[src/rtl/vseg_pkg.sv]
package vseg_pkg;
  localparam int ADDR_W = 32;
  localparam int EXC_W = 5;
  localparam int CTX_FIELD_LSB = 4;

  typedef enum logic [1:0] {
    TLB_HIT   = 2'd0,
    TLB_MISS  = 2'd1,
    TLB_INVAL = 2'd2,
    TLB_DIRTY = 2'd3
  } tlbStat_e;

  typedef enum logic [1:0] {
    CLS_DIRECT = 2'd0,
    CLS_MAPPED = 2'd1,
    CLS_BAD    = 2'd2
  } reqCls_e;

  typedef struct packed {
    logic capture;
    logic sendTlb;
    logic finDirect;
    logic finBad;
    logic finTlb;
  } ctlStrb_t;

  localparam logic [EXC_W-1:0] EXC_MOD  = 5'd1;
  localparam logic [EXC_W-1:0] EXC_TLBL = 5'd2;
  localparam logic [EXC_W-1:0] EXC_TLBS = 5'd3;
  localparam logic [EXC_W-1:0] EXC_ADEL = 5'd4;
  localparam logic [EXC_W-1:0] EXC_ADES = 5'd5;
endpackage

[src/rtl/vseg_ctrl.sv]
module vseg_ctrl
  import vseg_pkg::*;
(
  input  logic     clk,
  input  logic     rstN,
  input  logic     reqValid,
  input  reqCls_e  reqCls,
  input  logic     tlbValid,
  output ctlStrb_t strb
);
  typedef enum logic {ST_IDLE, ST_WAIT} st_e;
  st_e stQ, stD;

  always_comb begin
    strb = '0;
    stD  = stQ;
    unique case (stQ)
      ST_IDLE: begin
        if (reqValid) begin
          strb.capture = 1'b1;
          unique case (reqCls)
            CLS_DIRECT: strb.finDirect = 1'b1;
            CLS_BAD:    strb.finBad = 1'b1;
            default: begin
              strb.sendTlb = 1'b1;
              stD = ST_WAIT;
            end
          endcase
        end
      end
      default: begin
        if (tlbValid) begin
          strb.finTlb = 1'b1;
          stD = ST_IDLE;
        end
      end
    endcase
  end

  always_ff @(posedge clk) begin
    if (!rstN) stQ <= ST_IDLE;
    else       stQ <= stD;
  end
endmodule

[src/rtl/vseg_datapath.sv]
module vseg_datapath
  import vseg_pkg::*;
#(
  parameter int PAGE_SHIFT = 12,
  parameter int ASID_W = 8,
  localparam int VPN2_LSB = PAGE_SHIFT + 1,
  localparam int VPN2_W = ADDR_W - VPN2_LSB,
  localparam int CTX_KEEP_LSB = CTX_FIELD_LSB + VPN2_W,
  localparam int CTX_HI_W = ADDR_W - CTX_KEEP_LSB
) (
  input  logic                clk,
  input  logic                rstN,
  input  ctlStrb_t            strb,
  input  logic [ADDR_W-1:0]   vaddr,
  input  logic                isWrite,
  input  logic                userMode,
  input  logic                erlSet,
  input  logic [CTX_HI_W-1:0] ctxHiIn,
  input  logic [ASID_W-1:0]   asidIn,
  input  logic [1:0]          tlbStatus,
  input  logic [ADDR_W-1:0]   tlbPaddr,
  output reqCls_e             reqCls,
  output logic                tlbReq,
  output logic [ADDR_W-1:0]   tlbVaddr,
  output logic                tlbWrite,
  output logic                respValid,
  output logic [ADDR_W-1:0]   paddr,
  output logic                faultStrobe,
  output logic [EXC_W-1:0]    excCode,
  output logic                refill,
  output logic [ADDR_W-1:0]   badVaddr,
  output logic [ADDR_W-1:0]   ctxOut,
  output logic [ADDR_W-1:0]   entryHiOut
);
  // region decode from the top three address bits
  logic [2:0] segSel;
  logic [ADDR_W-1:0] directPa;
  assign segSel = vaddr[ADDR_W-1 -: 3];

  always_comb begin
    if (userMode && segSel[2])       reqCls = CLS_BAD;
    else if (!segSel[2])             reqCls = erlSet ? CLS_DIRECT : CLS_MAPPED;
    else if (segSel[1:0] == 2'b00 ||
             segSel[1:0] == 2'b01)   reqCls = CLS_DIRECT;
    else                             reqCls = CLS_MAPPED;
  end

  // both unmapped kernel windows strip the top three bits
  assign directPa = segSel[2] ? {3'b000, vaddr[ADDR_W-4:0]} : vaddr;

  // request context held across a lookup
  logic [ADDR_W-1:0]   addrQ;
  logic                writeQ;
  logic [CTX_HI_W-1:0] ctxQ;
  logic [ASID_W-1:0]   asidQ;

  always_ff @(posedge clk) begin
    if (!rstN) begin
      addrQ  <= '0;
      writeQ <= 1'b0;
      ctxQ   <= '0;
      asidQ  <= '0;
    end else if (strb.capture) begin
      addrQ  <= vaddr;
      writeQ <= isWrite;
      ctxQ   <= ctxHiIn;
      asidQ  <= asidIn;
    end
  end

  // fault source: live inputs for an address error, held copy after a lookup
  logic [ADDR_W-1:0]   srcAddr;
  logic                srcWrite;
  logic [CTX_HI_W-1:0] srcCtx;
  logic [ASID_W-1:0]   srcAsid;
  tlbStat_e            verdict;
  logic                faultNext;
  logic                refillNext;
  logic [EXC_W-1:0]    excNext;

  assign srcAddr  = strb.finTlb ? addrQ  : vaddr;
  assign srcWrite = strb.finTlb ? writeQ : isWrite;
  assign srcCtx   = strb.finTlb ? ctxQ   : ctxHiIn;
  assign srcAsid  = strb.finTlb ? asidQ  : asidIn;
  assign verdict  = tlbStat_e'(tlbStatus);

  always_comb begin
    faultNext  = 1'b0;
    refillNext = 1'b0;
    excNext    = '0;
    if (strb.finBad) begin
      faultNext = 1'b1;
      excNext   = srcWrite ? EXC_ADES : EXC_ADEL;
    end else if (strb.finTlb) begin
      unique case (verdict)
        TLB_HIT: faultNext = 1'b0;
        TLB_MISS: begin
          faultNext  = 1'b1;
          refillNext = 1'b1;
          excNext    = srcWrite ? EXC_TLBS : EXC_TLBL;
        end
        TLB_INVAL: begin
          faultNext = 1'b1;
          excNext   = srcWrite ? EXC_TLBS : EXC_TLBL;
        end
        default: begin
          faultNext = 1'b1;
          excNext   = EXC_MOD;
        end
      endcase
    end
  end

  logic [ADDR_W-1:0] ctxNext;
  logic [ADDR_W-1:0] ehNext;
  assign ctxNext = {srcCtx, srcAddr[ADDR_W-1:VPN2_LSB], {CTX_FIELD_LSB{1'b0}}};
  assign ehNext  = {srcAddr[ADDR_W-1:VPN2_LSB], {(VPN2_LSB-ASID_W){1'b0}}, srcAsid};

  logic hitNext;
  assign hitNext = strb.finTlb && (verdict == TLB_HIT);

  always_ff @(posedge clk) begin
    if (!rstN) begin
      tlbReq      <= 1'b0;
      tlbVaddr    <= '0;
      tlbWrite    <= 1'b0;
      respValid   <= 1'b0;
      paddr       <= '0;
      faultStrobe <= 1'b0;
      excCode     <= '0;
      refill      <= 1'b0;
      badVaddr    <= '0;
      ctxOut      <= '0;
      entryHiOut  <= '0;
    end else begin
      tlbReq      <= strb.sendTlb;
      respValid   <= strb.finDirect | hitNext;
      faultStrobe <= faultNext;
      if (strb.sendTlb) begin
        tlbVaddr <= vaddr;
        tlbWrite <= isWrite;
      end
      if (strb.finDirect) paddr <= directPa;
      else if (hitNext)   paddr <= tlbPaddr;
      if (faultNext) begin
        excCode    <= excNext;
        refill     <= refillNext;
        badVaddr   <= srcAddr;
        ctxOut     <= ctxNext;
        entryHiOut <= ehNext;
      end
    end
  end
endmodule

[src/rtl/vseg_xlate.sv]
module vseg_xlate
  import vseg_pkg::*;
#(
  parameter int PAGE_SHIFT = 12,
  parameter int ASID_W = 8,
  localparam int CTX_HI_W = PAGE_SHIFT - 3
) (
  input  logic                clk,
  input  logic                rstN,
  input  logic                reqValid,
  input  logic [31:0]         vaddr,
  input  logic                isWrite,
  input  logic                userMode,
  input  logic                erlSet,
  input  logic [CTX_HI_W-1:0] ctxHiIn,
  input  logic [ASID_W-1:0]   asidIn,
  input  logic                tlbValid,
  input  logic [1:0]          tlbStatus,
  input  logic [31:0]         tlbPaddr,
  output logic                tlbReq,
  output logic [31:0]         tlbVaddr,
  output logic                tlbWrite,
  output logic                respValid,
  output logic [31:0]         paddr,
  output logic                faultStrobe,
  output logic [4:0]          excCode,
  output logic                refill,
  output logic [31:0]         badVaddr,
  output logic [31:0]         ctxOut,
  output logic [31:0]         entryHiOut
);
  ctlStrb_t strb;
  reqCls_e  reqCls;

  vseg_ctrl i_ctrl (
    .clk(clk), .rstN(rstN), .reqValid(reqValid),
    .reqCls(reqCls), .tlbValid(tlbValid), .strb(strb)
  );

  vseg_datapath #(.PAGE_SHIFT(PAGE_SHIFT), .ASID_W(ASID_W)) i_dp (
    .clk(clk), .rstN(rstN), .strb(strb), .vaddr(vaddr), .isWrite(isWrite),
    .userMode(userMode), .erlSet(erlSet), .ctxHiIn(ctxHiIn), .asidIn(asidIn),
    .tlbStatus(tlbStatus), .tlbPaddr(tlbPaddr), .reqCls(reqCls),
    .tlbReq(tlbReq), .tlbVaddr(tlbVaddr), .tlbWrite(tlbWrite),
    .respValid(respValid), .paddr(paddr), .faultStrobe(faultStrobe),
    .excCode(excCode), .refill(refill), .badVaddr(badVaddr),
    .ctxOut(ctxOut), .entryHiOut(entryHiOut)
  );
endmodule

[config.mk]
export PLATFORM = sky130hd
export DESIGN_NAME = vseg_xlate
export DESIGN_NICKNAME = d
export VERILOG_FILES = /design/src/rtl/vseg_pkg.sv /design/src/rtl/vseg_ctrl.sv /design/src/rtl/vseg_datapath.sv /design/src/rtl/vseg_xlate.sv
export SDC_FILE = /design/constraint.sdc
export NUM_CORES = 1
export LEC_CHECK = 0
export BUFFER_PORTS_ARGS = -buffer_cell sky130_fd_sc_hd__buf_4
export CORE_MARGIN = 4
export CORE_UTILIZATION = 33
export CTS_CLUSTER_DIAMETER = 100
export DETAILED_ROUTE_END_ITERATION = 6
export PLACE_DENSITY_LB_ADDON = 0.12
export SLEW_MARGIN = 20
export SYNTH_ARGS = -nofsm -noshare
export SYNTH_HDL_FRONTEND = slang
export SYNTH_HIERARCHICAL = 1
export SYNTH_SLANG_ARGS = --single-unit
[constraint.sdc]
create_clock -name clk -period 5.4 [get_ports clk]
set_clock_uncertainty 0.2 [all_clocks]
set_input_delay 1.35 -clock clk [delete_from_list [all_inputs] [get_ports clk]]
set_output_delay 1.35 -clock clk [all_outputs]
set_load 0.005 [all_outputs]
==> metrics.yaml <==
cts_tree: "done"
fillers: 2256
drtIter0Drc: 230
syn_to_final_growth_pct: 29.38
fin_crit_ns: 3.235
final_area_mm2: 0.01003
worst_pin_slew_ns: 1.012
crit_path_cell_trace: "buf_4 -> nand2_1 -> o22ai_1 -> and3b_2 -> buf_4 -> mux2i_1 -> nor2b_1"
ant_nets: 0
ff2ff_setup_slack_ns: 3.03
required_ns: 5.52
port_buffers: 248
fp.dieH_um: 161.2
worst_path_max_delay_cell: "and3b_2"
yosys.area.top_type: "dfxtp_1"
cap_violations: 0
fin_nets: 1000
syn_avg_cell_area_um2: 10.57
numCtsBuffers: 17
gr-total-overflow: 0
hold_class: "reg2reg"
power_leakage_nw: 5.058
cts.clk_slew.worst_paths_ns: 0.07
wl_um: 21680
synth.yosys.seq_area_share_pct: 44.43
startpoint_type: "input port"
max_stage_delay_ns: 0.68
power_density_mw_per_mm2: 305.9
rows: 55
timing.final.max_slew_violations: 0
viasPerCell: 4.695
crit_top_cell: "buf_4"
postCtsSetupBuffers: 0
fp.dieArea_mm2: 0.02600
rsz0062_at_grt: "no"
cp.arrival_ns: 3.35
grt_usage_pct: 16.23
finalSetupTns_ns: 0
synth_cells: 733
critPathTopFamily: "simple AND/OR/NAND/NOR gates"
die_width_um: 161.2
yosysUniqueCellTypes: 34
critPathMaxFanout: 19
placeableCoreArea_mm2: 0.02285
cts_htree_levels: 4
cts_sinks: 172
worstSkewPairLatency_ns: 0.42
cts_hold_buf: 0
syn_area_mm2: 0.007750
drc_errors: 0
fin_crit_sh_pct: 59.90
wl_per_cell_um: 17.58
synth_top_area_share_pct: 44.43
clockBufferDepth: 2
gp_congestion: 0.6891
vias: 5789
drive_above_1_share_pct: 32.72
first_pass_iters: 4
path_buf_inv: 2
clockRootBuffer: "clkbuf_16"
hold_viol_final: 0
ys_seq_elements: 172
synth_area_leaders: "dfxtp_1, mux2i_1, o211a_1"
initial_core_util_pct: 33.92
grt_pass1_vias: 5776
setup_viol: 0
antenna_cells: 0
relSlewSlack_pct: 32.56
setup.worst_path.end_class: "flop"
dpl-instance-area_mm2: 0.009455
vdd_drop_max_mv: 0.1856
grt_max_degree: 104
cts_resized: 0
antenna_found_initial: 2
fmax_ghz: 0.3092
path_class: "in2reg"
status: "finished clean"
io_pins: 260
hpwl_um: 13910
grt_pass1_wl_um: 33590
ys_warn_count: 6
==> per-layer routing <==
layer | track usage [%] | vias up | part of all wire [%]
met5 | 0 | - | 0.18
met4 | 3.955 | 4 | 0.91
met3 | 5.461 | 15 | 7.5
met2 | 25.86 | 171 | 45
met1 | 21.34 | 2741 | 46
li1 | - | 2858 | -
==> synthesized netlist by cell type <==
library cell and n:
dfxtp_1 172, mux2i_1 164, nor2b_1 85, o211a_1 80
buf_4 49, o21ai_0 49, clkbuf_1 32, nand2_1 31
buf_2 23, buf_6 8, and2_1 4, nand2b_1 4
ha_1 3, inv_1 3, nand3_1 3, a21o_1 2
nand3b_1 2, nor2_1 2, o21a_1 2, a31oi_1 1
and2_2 1, and3b_1 1, buf_1 1, conb_1 1
nand2b_4 1, nor2b_2 1, nor3_1 1, nor3b_1 1
nor3b_2 1, o211ai_1 1, o22ai_1 1, o31ai_1 1
or2_1 1, or2_2 1
==> cells in the final DEF (no fill, tap or decap), types with 2 or more instances in the layout <==
master	synthesis	final
buf_4	49	257
nand2_1	31	31
dfxtp_1	172	172
and2_1	4	4
inv_8	0	4
or2_2	1	2
clkinv_2	0	2
o211a_1	80	80
o21a_1	2	2
o21ai_0	49	49
clkbuf_8	0	2
clkbuf_16	0	17
nor2_1	2	2
clkinv_4	0	2
nand2b_1	4	4
conb_1	1	11
mux2i_1	164	164
nand3_1	3	3
inv_1	3	2
ha_1	3	3
nor2b_1	85	84
inv_6	0	5
nand3b_1	2	2
==> where the power goes <==
group / total (mW) / switching (mW) / internal (mW)
clock: 1.20 / 0.570 / 0.635
sequential: 1.40 / 0.0486 / 1.35
combinational: 0.464 / 0.209 / 0.255
total: 3.07 / 0.827 / 2.24
==> layout make-up <==
| type | instances | area, µm² | share of cell area, % |
|---|---|---|---|
| Multi-Input combinational cell | 455 | 3659 | 36.49 |
| Sequential cell | 172 | 3443 | 34.34 |
| Timing Repair Buffer | 258 | 1949 | 19.44 |
| Clock buffer | 19 | 452.9 | 4.517 |
| Tap cell | 313 | 391.6 | 3.906 |
| Clock inverter | 13 | 118.9 | 1.185 |
| Inverter | 3 | 12.51 | 0.1248 |
==> metrics by stage <==
step | power, mW | util (%) | instances | hold slack [ns] | setup slack, ns
after floorplan | 1.688 | - | 743 | 0.2681 | 2.459
after global placement | 1.896 | 41.39 | 1201 | 0.2827 | 1.824
after detailed placement | 1.900 | 41.39 | 1201 | 0.2883 | 1.748
after CTS | 3.115 | 43.89 | 1233 | 0.3055 | 2.207
after global routing | 3.215 | 43.89 | 1233 | 0.3174 | 2.073
final | 3.068 | 43.89 | 1233 | 0.3000 | 2.165
==> logic make-up (layout without fill, tap and decap cells) <==
family / count (synthesis) / count (layout) / synth area share [%]
simple gates: 140 / 140 / 10.48
compound gates: 137 / 137 / 14.24
flops: 172 / 172 / 44.43
mux: 164 / 164 / 21.18
buf+inv: 116 / 293 / 9.138
fa+ha+maj: 3 / 3 / 0.4844
other cells: 1 / 11 / 0.04839
==> state kept, by name, indices dropped and copies added, names as in the netlist <==
signal	count
i_dp/faultStrobe	1
i_dp/entryHiOut	8
i_dp/addrQ	32
i_dp/tlbReq	1
i_dp/asidQ	8
i_dp/tlbVaddr	32
i_dp/respValid	1
i_dp/ctxQ	9
i_dp/tlbWrite	1
i_dp/paddr	32
i_dp/badVaddr	31
i_dp/writeQ	1
i_ctrl/stQ	1
i_dp/ctxOut	10
i_dp/excCode	3
i_dp/refill	1
==> final timing paths <==
check	from	to	cells past startpoint
worst min register to register	i_dp/paddr[22]	i_dp/paddr[22]	1
worst min-delay path	i_dp/paddr[22]	i_dp/paddr[22]	1
worst max-delay path	vaddr[31]	i_dp/tlbVaddr[20]	7
worst max register to register	i_ctrl/stQ	i_dp/ctxQ[7]	5
No activity file was read; power rests on OpenSTA's default activity.
